**src/rtl/pmr_pkg.sv**
```systemverilog
package pmr_pkg;

   typedef enum logic {
      OP_COPY = 1'b0,
      OP_INC  = 1'b1
   } fld_op_e;

   function automatic fld_op_e op_of(input logic bit_val);
      return bit_val ? OP_INC : OP_COPY;
   endfunction

endpackage

```
**src/rtl/pmr_ctrl.sv**
```systemverilog
module pmr_ctrl #(
   parameter int NUM_FIELDS = 4
) (
   input  logic                  clk,
   input  logic                  rst_n,
   input  logic                  in_valid,
   input  logic                  in_end,
   input  logic [NUM_FIELDS-1:0] in_pmap,
   input  logic                  out_ready,
   output logic                  in_ready,
   output logic                  accept,
   output logic                  close,
   output logic                  emit,
   output logic                  open_o,
   output logic [NUM_FIELDS-1:0] pmap_cur,
   output logic                  out_valid
);

   logic                  open_q;
   logic [NUM_FIELDS-1:0] pmap_q;
   logic                  valid_q;

   assign in_ready  = !valid_q;
   assign accept    = in_valid && in_ready;
   assign close     = accept && in_end;
   assign emit      = valid_q && out_ready;
   assign open_o    = open_q;
   assign pmap_cur  = open_q ? pmap_q : in_pmap;
   assign out_valid = valid_q;

   always_ff @(posedge clk) begin
      if (!rst_n) begin
         open_q  <= 1'b0;
         pmap_q  <= '0;
         valid_q <= 1'b0;
      end else begin
         if (accept && !open_q) pmap_q <= in_pmap;
         if (accept) open_q <= !in_end;
         if (close) valid_q <= 1'b1;
         else if (emit) valid_q <= 1'b0;
      end
   end

   // a closing beat produces a record on the next clock
   p_close_valid_r8: assert property (@(posedge clk) disable iff (!rst_n)
      close |=> out_valid);

   // an unaccepted record stays offered
   p_stall_hold_r9: assert property (@(posedge clk) disable iff (!rst_n)
      (out_valid && !out_ready) |=> out_valid);

   // the sampled map cannot change inside an open message
   p_pmap_hold_r2: assert property (@(posedge clk) disable iff (!rst_n)
      open_q |=> $stable(pmap_q));

endmodule

```
**src/rtl/pmr_wdec.sv**
```systemverilog
module pmr_wdec #(
   parameter int NUM_FIELDS = 4,
   parameter int IDX_W      = 2
) (
   input  logic                  clk,
   input  logic                  rst_n,
   input  logic                  accept,
   input  logic                  fld_en,
   input  logic [IDX_W-1:0]      idx,
   input  logic [NUM_FIELDS-1:0] pmap_cur,
   output logic [NUM_FIELDS-1:0] write
);

   for (genvar gi = 0; gi < NUM_FIELDS; gi++) begin : g_dec
      assign write[gi] = accept && fld_en && pmap_cur[gi] && (idx == IDX_W'(gi));
   end

   // one beat writes at most one slot
   p_wr_onehot_r3: assert property (@(posedge clk) disable iff (!rst_n)
      $onehot0(write));

   // no slot is written without an accepted field beat
   p_wr_needs_beat_r4: assert property (@(posedge clk) disable iff (!rst_n)
      !(accept && fld_en) |-> (write == '0));

endmodule

```
**src/rtl/pmr_slot.sv**
```systemverilog
module pmr_slot
   import pmr_pkg::*;
#(
   parameter int      FIELD_W = 16,
   parameter fld_op_e OP      = OP_COPY
) (
   input  logic               clk,
   input  logic               rst_n,
   input  logic               open_i,
   input  logic               accept_i,
   input  logic               write_i,
   input  logic [FIELD_W-1:0] data_i,
   input  logic               present_i,
   input  logic               close_i,
   input  logic               emit_i,
   output logic [FIELD_W-1:0] rec_o
);

   logic [FIELD_W-1:0] cap_q, cap_base, cap_nxt;
   logic [FIELD_W-1:0] prev_q, fill, merged, out_q;

   assign cap_base = open_i ? cap_q : '0;
   assign cap_nxt  = write_i ? data_i : cap_base;

   if (OP == OP_INC) begin : g_inc
      assign fill = prev_q + FIELD_W'(1);
      // an absent increment slot emits the previous value plus one
      p_fill_inc_r7: assert property (@(posedge clk) disable iff (!rst_n)
         (close_i && !present_i) |=> (rec_o == FIELD_W'($past(prev_q) + FIELD_W'(1))));
   end else begin : g_copy
      assign fill = prev_q;
      // an absent copy slot repeats the previous value
      p_fill_copy_r6: assert property (@(posedge clk) disable iff (!rst_n)
         (close_i && !present_i) |=> (rec_o == $past(prev_q)));
   end

   assign merged = present_i ? cap_nxt : fill;
   assign rec_o  = out_q;

   always_ff @(posedge clk) begin
      if (!rst_n) begin
         cap_q  <= '0;
         prev_q <= '0;
         out_q  <= '0;
      end else begin
         if (accept_i) cap_q <= cap_nxt;
         if (close_i) out_q <= merged;
         if (emit_i) prev_q <= out_q;
      end
   end

   // previous-message state moves only on an emission
   p_prev_hold_r10: assert property (@(posedge clk) disable iff (!rst_n)
      !emit_i |=> $stable(prev_q));

endmodule

```
**src/rtl/pmap_msg_rebuild.sv**
```systemverilog
module pmap_msg_rebuild
   import pmr_pkg::*;
#(
   parameter int                    NUM_FIELDS = 4,
   parameter int                    FIELD_W    = 16,
   parameter logic [NUM_FIELDS-1:0] INC_MASK   = 4'b1010,
   localparam int                   IDX_W      = $clog2(NUM_FIELDS),
   localparam int                   REC_W      = NUM_FIELDS * FIELD_W
) (
   input  logic                  clk,
   input  logic                  rst_n,
   input  logic                  in_valid,
   output logic                  in_ready,
   input  logic [NUM_FIELDS-1:0] in_pmap,
   input  logic                  in_fld_en,
   input  logic [IDX_W-1:0]      in_idx,
   input  logic [FIELD_W-1:0]    in_data,
   input  logic                  in_end,
   output logic                  out_valid,
   input  logic                  out_ready,
   output logic [REC_W-1:0]      out_rec
);

   if (NUM_FIELDS < 2) begin : g_bad_fields
      $error("pmap_msg_rebuild: NUM_FIELDS must be at least 2");
   end
   if (FIELD_W < 1) begin : g_bad_width
      $error("pmap_msg_rebuild: FIELD_W must be positive");
   end

   logic                  accept, close, emit, open_q;
   logic [NUM_FIELDS-1:0] pmap_cur, write;

   pmr_ctrl #(.NUM_FIELDS(NUM_FIELDS)) u_ctrl (
      .clk       (clk),
      .rst_n     (rst_n),
      .in_valid  (in_valid),
      .in_end    (in_end),
      .in_pmap   (in_pmap),
      .out_ready (out_ready),
      .in_ready  (in_ready),
      .accept    (accept),
      .close     (close),
      .emit      (emit),
      .open_o    (open_q),
      .pmap_cur  (pmap_cur),
      .out_valid (out_valid)
   );

   pmr_wdec #(.NUM_FIELDS(NUM_FIELDS), .IDX_W(IDX_W)) u_wdec (
      .clk      (clk),
      .rst_n    (rst_n),
      .accept   (accept),
      .fld_en   (in_fld_en),
      .idx      (in_idx),
      .pmap_cur (pmap_cur),
      .write    (write)
   );

   for (genvar gs = 0; gs < NUM_FIELDS; gs++) begin : g_slot
      pmr_slot #(.FIELD_W(FIELD_W), .OP(op_of(INC_MASK[gs]))) u_slot (
         .clk       (clk),
         .rst_n     (rst_n),
         .open_i    (open_q),
         .accept_i  (accept),
         .write_i   (write[gs]),
         .data_i    (in_data),
         .present_i (pmap_cur[gs]),
         .close_i   (close),
         .emit_i    (emit),
         .rec_o     (out_rec[gs*FIELD_W +: FIELD_W])
      );
   end

   // a held record keeps its contents
   p_rec_stable_r9: assert property (@(posedge clk) disable iff (!rst_n)
      (out_valid && !out_ready) |=> $stable(out_rec));

   // no beat slips in while a record waits
   p_no_accept_r9: assert property (@(posedge clk) disable iff (!rst_n)
      out_valid |-> !accept);

endmodule

```
**config.mk**
```make
export PLATFORM = sky130hd
export DESIGN_NAME = pmap_msg_rebuild
export DESIGN_NICKNAME = d
export VERILOG_FILES = /design/src/rtl/pmr_pkg.sv /design/src/rtl/pmr_ctrl.sv /design/src/rtl/pmr_wdec.sv /design/src/rtl/pmr_slot.sv /design/src/rtl/pmap_msg_rebuild.sv
export SDC_FILE = /design/constraint.sdc
export NUM_CORES = 1
export LEC_CHECK = 0
export BUFFER_PORTS_ARGS = -buffer_cell sky130_fd_sc_hd__buf_2
export CAP_MARGIN = 30
export CELL_PAD_IN_SITES_DETAIL_PLACEMENT = 0
export CELL_PAD_IN_SITES_GLOBAL_PLACEMENT = 2
export CORE_MARGIN = 4
export CORE_UTILIZATION = 36
export DETAILED_ROUTE_END_ITERATION = 6
export GPL_TIMING_DRIVEN = 0
export PLACE_DENSITY = 0.84
export RECOVER_POWER = 50
export SLEW_MARGIN = 30
export SYNTH_ARGS = -nofsm -noshare
export SYNTH_HDL_FRONTEND = slang
export SYNTH_SLANG_ARGS = --single-unit
```
**constraint.sdc**
```tcl
create_clock -name clk -period 2.3 [get_ports clk]
set_clock_uncertainty 0.05 [all_clocks]
set_input_delay 0.345 -clock clk [delete_from_list [all_inputs] [get_ports clk]]
set_output_delay 0.345 -clock clk [all_outputs]
set_load 0.05 [all_outputs]
```
==> summary by stage <==
Route
The total vias in the final route is 8,297. Once detail routing completed, the nets flagged for antenna violations numbered 0. The number of iterations in the first detailed-routing pass is 5. The post-route DRC violation count is 0. The count of routing violations after the opening detailed-route iteration is between 700 and 800. Dividing the detail-routed wire length by the instance count gives 21.0 um.

After detailed routing, the total wire length is 30.4 mm. After detailed routing, the number of vias per cell comes to 5.75.

Clock network
The maximum root-to-sink buffer count is 2. The later pin in the worst-skew pair is clocked with a latency of about 440 ps. The count of H-tree levels built during CTS is 4. The buffer type at the clock tree root is sky130_fd_sc_hd__clkbuf_16. Clock-pin slew was measured on the worst setup and hold paths at 80 ps. CTS saw just under 200 sinks. TritonCTS created 17 clock buffers.

After clock tree synthesis, the setup repair step added 0 buffers. TritonCTS built the clock tree. After clock tree synthesis, the repair step resized 2 gates.

After clock tree synthesis, the flow added hold-fix buffers numbering 0.

GRT
In the global route stage, overall resource usage came out at 0.227. The overflow left after global routing is 0. The first global-routing pass estimated 46.5 mm of wire. The number of global-route vias before repair is about 7,600. The initial antenna violation count was 0.

The maximum number of pins on one net before global-route repair is 20.

Worst setup path
On the critical path the largest part of the delay comes from buffers and inverters. For the worst setup path, the data arrival time is 2430 ps. The maximum cell stage delay along the critical path is 540 ps. The largest fanout of any net on the critical path is 10. The worst setup path is of the register to register kind.

The critical path's most frequent cell is sky130_fd_sc_hd__buf_2. STA classifies the critical path startpoint as a register. The critical path buffer and inverter count is 3. STA classifies the critical path endpoint as a register. The cell at the slowest stage of the critical path is sky130_fd_sc_hd__a311oi_1. The signal on the critical path passes through buf_2 > nor2b_1 > buf_2 > nand2_2 > clkbuf_1 > a311oi_1 > o21ai_1. Data on the critical path is required at its endpoint by 2560 ps.

Timing
Dividing the final minimum period by the clock period gives 0.943. The slew at the pin with the worst max-slew slack is 821 ps. Setup violations remaining at the end of the flow were counted as 0.

The final count of pins violating max slew came to 0. Final hold analysis gives a worst-case slack of between 100 and 150 ps. The final critical delay including setup and external delays is 2170 ps. The final total negative setup slack is 0 ps. The hold violation count in the final report is 0. The remaining max-slew budget at the tightest pin is 0.452. The maximum achievable frequency is 461 MHz. Setup repair after global routing left no endpoint under its margin. Setup slack closes at 131 ps.

Floorplan
In this run the core area contains 56 standard-cell rows. The top-level I/O count is 94. The chip width is 163 um. The core region is between 20,000 and 25,000 um^2. The starting density of the core is 0.368.

The die covers about 27,000 um^2. Measured along the y axis, the die boundary spans 163 um.

Layout
The final core utilization is 0.426. The number of standard cells in the final layout excluding fillers is 1,443. In the final layout, the share of cells above drive strength 1 is 0.0970.

In the final design database the tool counted about 1,100 nets. Compared with the post-synthesis result, the final layout area differs by 15.5%. The repair_antennas step left the layout with diodes totalling 0.

Logic synthesis
The predominant post-synthesis flop cell is sky130_fd_sc_hd__dfxtp_1. The gate count after technology mapping is 1,001. In this run the mean area of a mapped cell was 8.69 um^2. The cell area that synthesis handed to floorplanning was around 8700 um^2. The number of flops mapped to enable cells by yosys is 0. For this run, the number of Yosys warnings is 0.

The post-synthesis sequential area ratio is 0.456. When the netlist entered floorplanning its net count stood at 1,031. The synthesized flop and latch total is between 150 and 200. The number of distinct library cells after synthesis is 53. The async set-reset flop share out of synthesis is 0.

Placed design
Port buffering added 92 buffers. The number of cells after detailed placement is ~1,400. The worst setup slack before clock tree synthesis is -19.5 ps. The weighted congestion reported at the end of routability-driven placement is ~0.85. Once detailed placement completed, the half-perimeter wirelength came to 21.3 mm.

Flow run
The max-capacitance violation count is 0.

Worst hold path
The type of the tightest min-delay check is input pin to register.

Power
The power per cell area is 753 nW/um^2. The leakage power summed over all cells is 3.48 nW. The worst-case IR drop observed on VDD is 0.000350 V.

Run status
The flow ran to the end, and the final reports show no timing, DRC or antenna violations.
## path summary, 6_finish.rpt
kind	from	endpoint	slack (ps)	depth (start not counted)
worst min register to register	g_slot[0].u_slot.fill[2]	g_slot[0].u_slot.fill[2]	400	2
worst max-delay path	u_ctrl.out_valid	g_slot[1].u_slot.rec_o[2]	130	7
worst min-delay path	out_ready	u_ctrl.out_valid	130	2
worst max register to register	u_ctrl.out_valid	g_slot[1].u_slot.rec_o[2]	130	7
## power by group
part           internal [mW]  leakage, nW  total [mW]  switching (mW)
registers               3.49         1.60        3.55          0.0544
clock network           1.55        0.285        3.06            1.51
logic                  0.232         1.60       0.966           0.734
## cell families after synthesis
kind of cell	count (synthesis)	share of synthesized area
XOR/XNOR	6	0.00604
multiplexers	12	0.0175
AO/OA/AOI/OAI	339	0.278
adder cells (fa/ha/maj)	2	0.00288
AND/OR/NAND/NOR	343	0.187
buffers and inverters	101	0.0529
flip-flops	198	0.456
## synth_stat cells, types with 2 or more instances
| cell type | instances | area share |
|---|---|---|
| sky130_fd_sc_hd__nand2_1 | 201 | 0.087 |
| sky130_fd_sc_hd__dfxtp_1 | 198 | 0.46 |
| sky130_fd_sc_hd__a21oi_1 | 72 | 0.041 |
| sky130_fd_sc_hd__a32o_1 | 70 | 0.081 |
| sky130_fd_sc_hd__and3_1 | 62 | 0.045 |
| sky130_fd_sc_hd__o21ai_0 | 62 | 0.036 |
| sky130_fd_sc_hd__clkbuf_1 | 55 | 0.024 |
| sky130_fd_sc_hd__a311oi_1 | 52 | 0.052 |
| sky130_fd_sc_hd__o21ai_1 | 28 | 0.016 |
| sky130_fd_sc_hd__buf_2 | 20 | 0.012 |
| sky130_fd_sc_hd__o31ai_1 | 15 | 0.013 |
| sky130_fd_sc_hd__nand3_1 | 13 | 0.0075 |
| sky130_fd_sc_hd__nor3_1 | 13 | 0.0075 |
| sky130_fd_sc_hd__nor4_1 | 12 | 0.0086 |
| sky130_fd_sc_hd__a311o_1 | 8 | 0.0092 |
| sky130_fd_sc_hd__buf_1 | 8 | 0.0035 |
| sky130_fd_sc_hd__inv_1 | 8 | 0.0035 |
| sky130_fd_sc_hd__nand4_1 | 8 | 0.0058 |
| sky130_fd_sc_hd__a31oi_1 | 6 | 0.0043 |
| sky130_fd_sc_hd__buf_6 | 6 | 0.0078 |
| sky130_fd_sc_hd__o31a_1 | 6 | 0.0060 |
| sky130_fd_sc_hd__mux2i_1 | 5 | 0.0058 |
| sky130_fd_sc_hd__nor2_1 | 5 | 0.0022 |
| sky130_fd_sc_hd__nor2_2 | 5 | 0.0036 |
| sky130_fd_sc_hd__o21a_1 | 5 | 0.0043 |
| sky130_fd_sc_hd__nand2_2 | 4 | 0.0029 |
| sky130_fd_sc_hd__nand2b_1 | 4 | 0.0029 |
| sky130_fd_sc_hd__xnor2_1 | 4 | 0.0040 |
| sky130_fd_sc_hd__a211oi_1 | 3 | 0.0026 |
| sky130_fd_sc_hd__a221o_1 | 3 | 0.0035 |
| sky130_fd_sc_hd__a22o_1 | 3 | 0.0030 |
| sky130_fd_sc_hd__buf_4 | 3 | 0.0026 |
| sky130_fd_sc_hd__nand3b_1 | 3 | 0.0026 |
| sky130_fd_sc_hd__o311ai_1 | 3 | 0.0030 |
| sky130_fd_sc_hd__or3_1 | 3 | 0.0022 |
| sky130_fd_sc_hd__and2_1 | 2 | 0.0014 |
| sky130_fd_sc_hd__ha_1 | 2 | 0.0029 |
| sky130_fd_sc_hd__mux2_2 | 2 | 0.0026 |
| sky130_fd_sc_hd__mux2_4 | 2 | 0.0035 |
| sky130_fd_sc_hd__mux2i_2 | 2 | 0.0032 |
| sky130_fd_sc_hd__nand4_2 | 2 | 0.0029 |
| sky130_fd_sc_hd__xor2_1 | 2 | 0.0020 |
## layer usage
metal | GRT usage | vias to the layer above | wire length (um) | part of all wire
met5 | 0 | - | 0 | 0
met4 | 0.0446 | 0 | 327 | 0.011
met3 | 0.0320 | 22 | 1640 | 0.054
met2 | 0.360 | 232 | 14200 | 0.47
met1 | 0.330 | 4060 | 14200 | 0.47
li1 | - | 3983 | - | -
## placed cells by master (no fill, tap or decap), types with 15 or more instances in the layout
master                        n
sky130_fd_sc_hd__clkbuf_1   120
sky130_fd_sc_hd__dfxtp_1    198
sky130_fd_sc_hd__o21ai_1     28
sky130_fd_sc_hd__a311oi_1    52
sky130_fd_sc_hd__and3_1      62
sky130_fd_sc_hd__buf_2       44
sky130_fd_sc_hd__a21oi_1     72
sky130_fd_sc_hd__o21ai_0     62
sky130_fd_sc_hd__nand2_1    201
sky130_fd_sc_hd__clkbuf_16   17
sky130_fd_sc_hd__a32o_1      70
sky130_fd_sc_hd__o31ai_1     15
## sequential cells by signal, indices dropped and copies added (netlist names)
register / flops
u_ctrl.open_o: 1
u_ctrl.out_valid: 1
u_ctrl.pmap_q: 4
g_slot.u_slot.fill: 32
g_slot.u_slot.prev_q: 32
g_slot.u_slot.cap_q: 64
g_slot.u_slot.rec_o: 64
## metrics by stage
stage          total power, mW  cell area (um^2)
2_1_floorplan             4.22              8700
3_3_place_gp              4.60              9560
3_5_place_dp              4.60              9560
4_1_cts                   7.62             10100
5_1_grt                   7.83             10100
6_report                  7.57             10100
## cell type report
| class | instances | area, um^2 |
|---|---|---|
| plain buffers | 91 | 422 |
| clock buffers | 18 | 429 |
| clock inverters | 14 | 154 |
| fillers | 2492 | 13600 |
| inverters | 9 | 33.8 |
| multi-input cells | 702 | 4270 |
| flip-flops and latches | 198 | 3960 |
| well taps | 319 | 399 |
| repair buffers | 92 | 379 |
No activity file was read; power rests on OpenSTA's default activity.
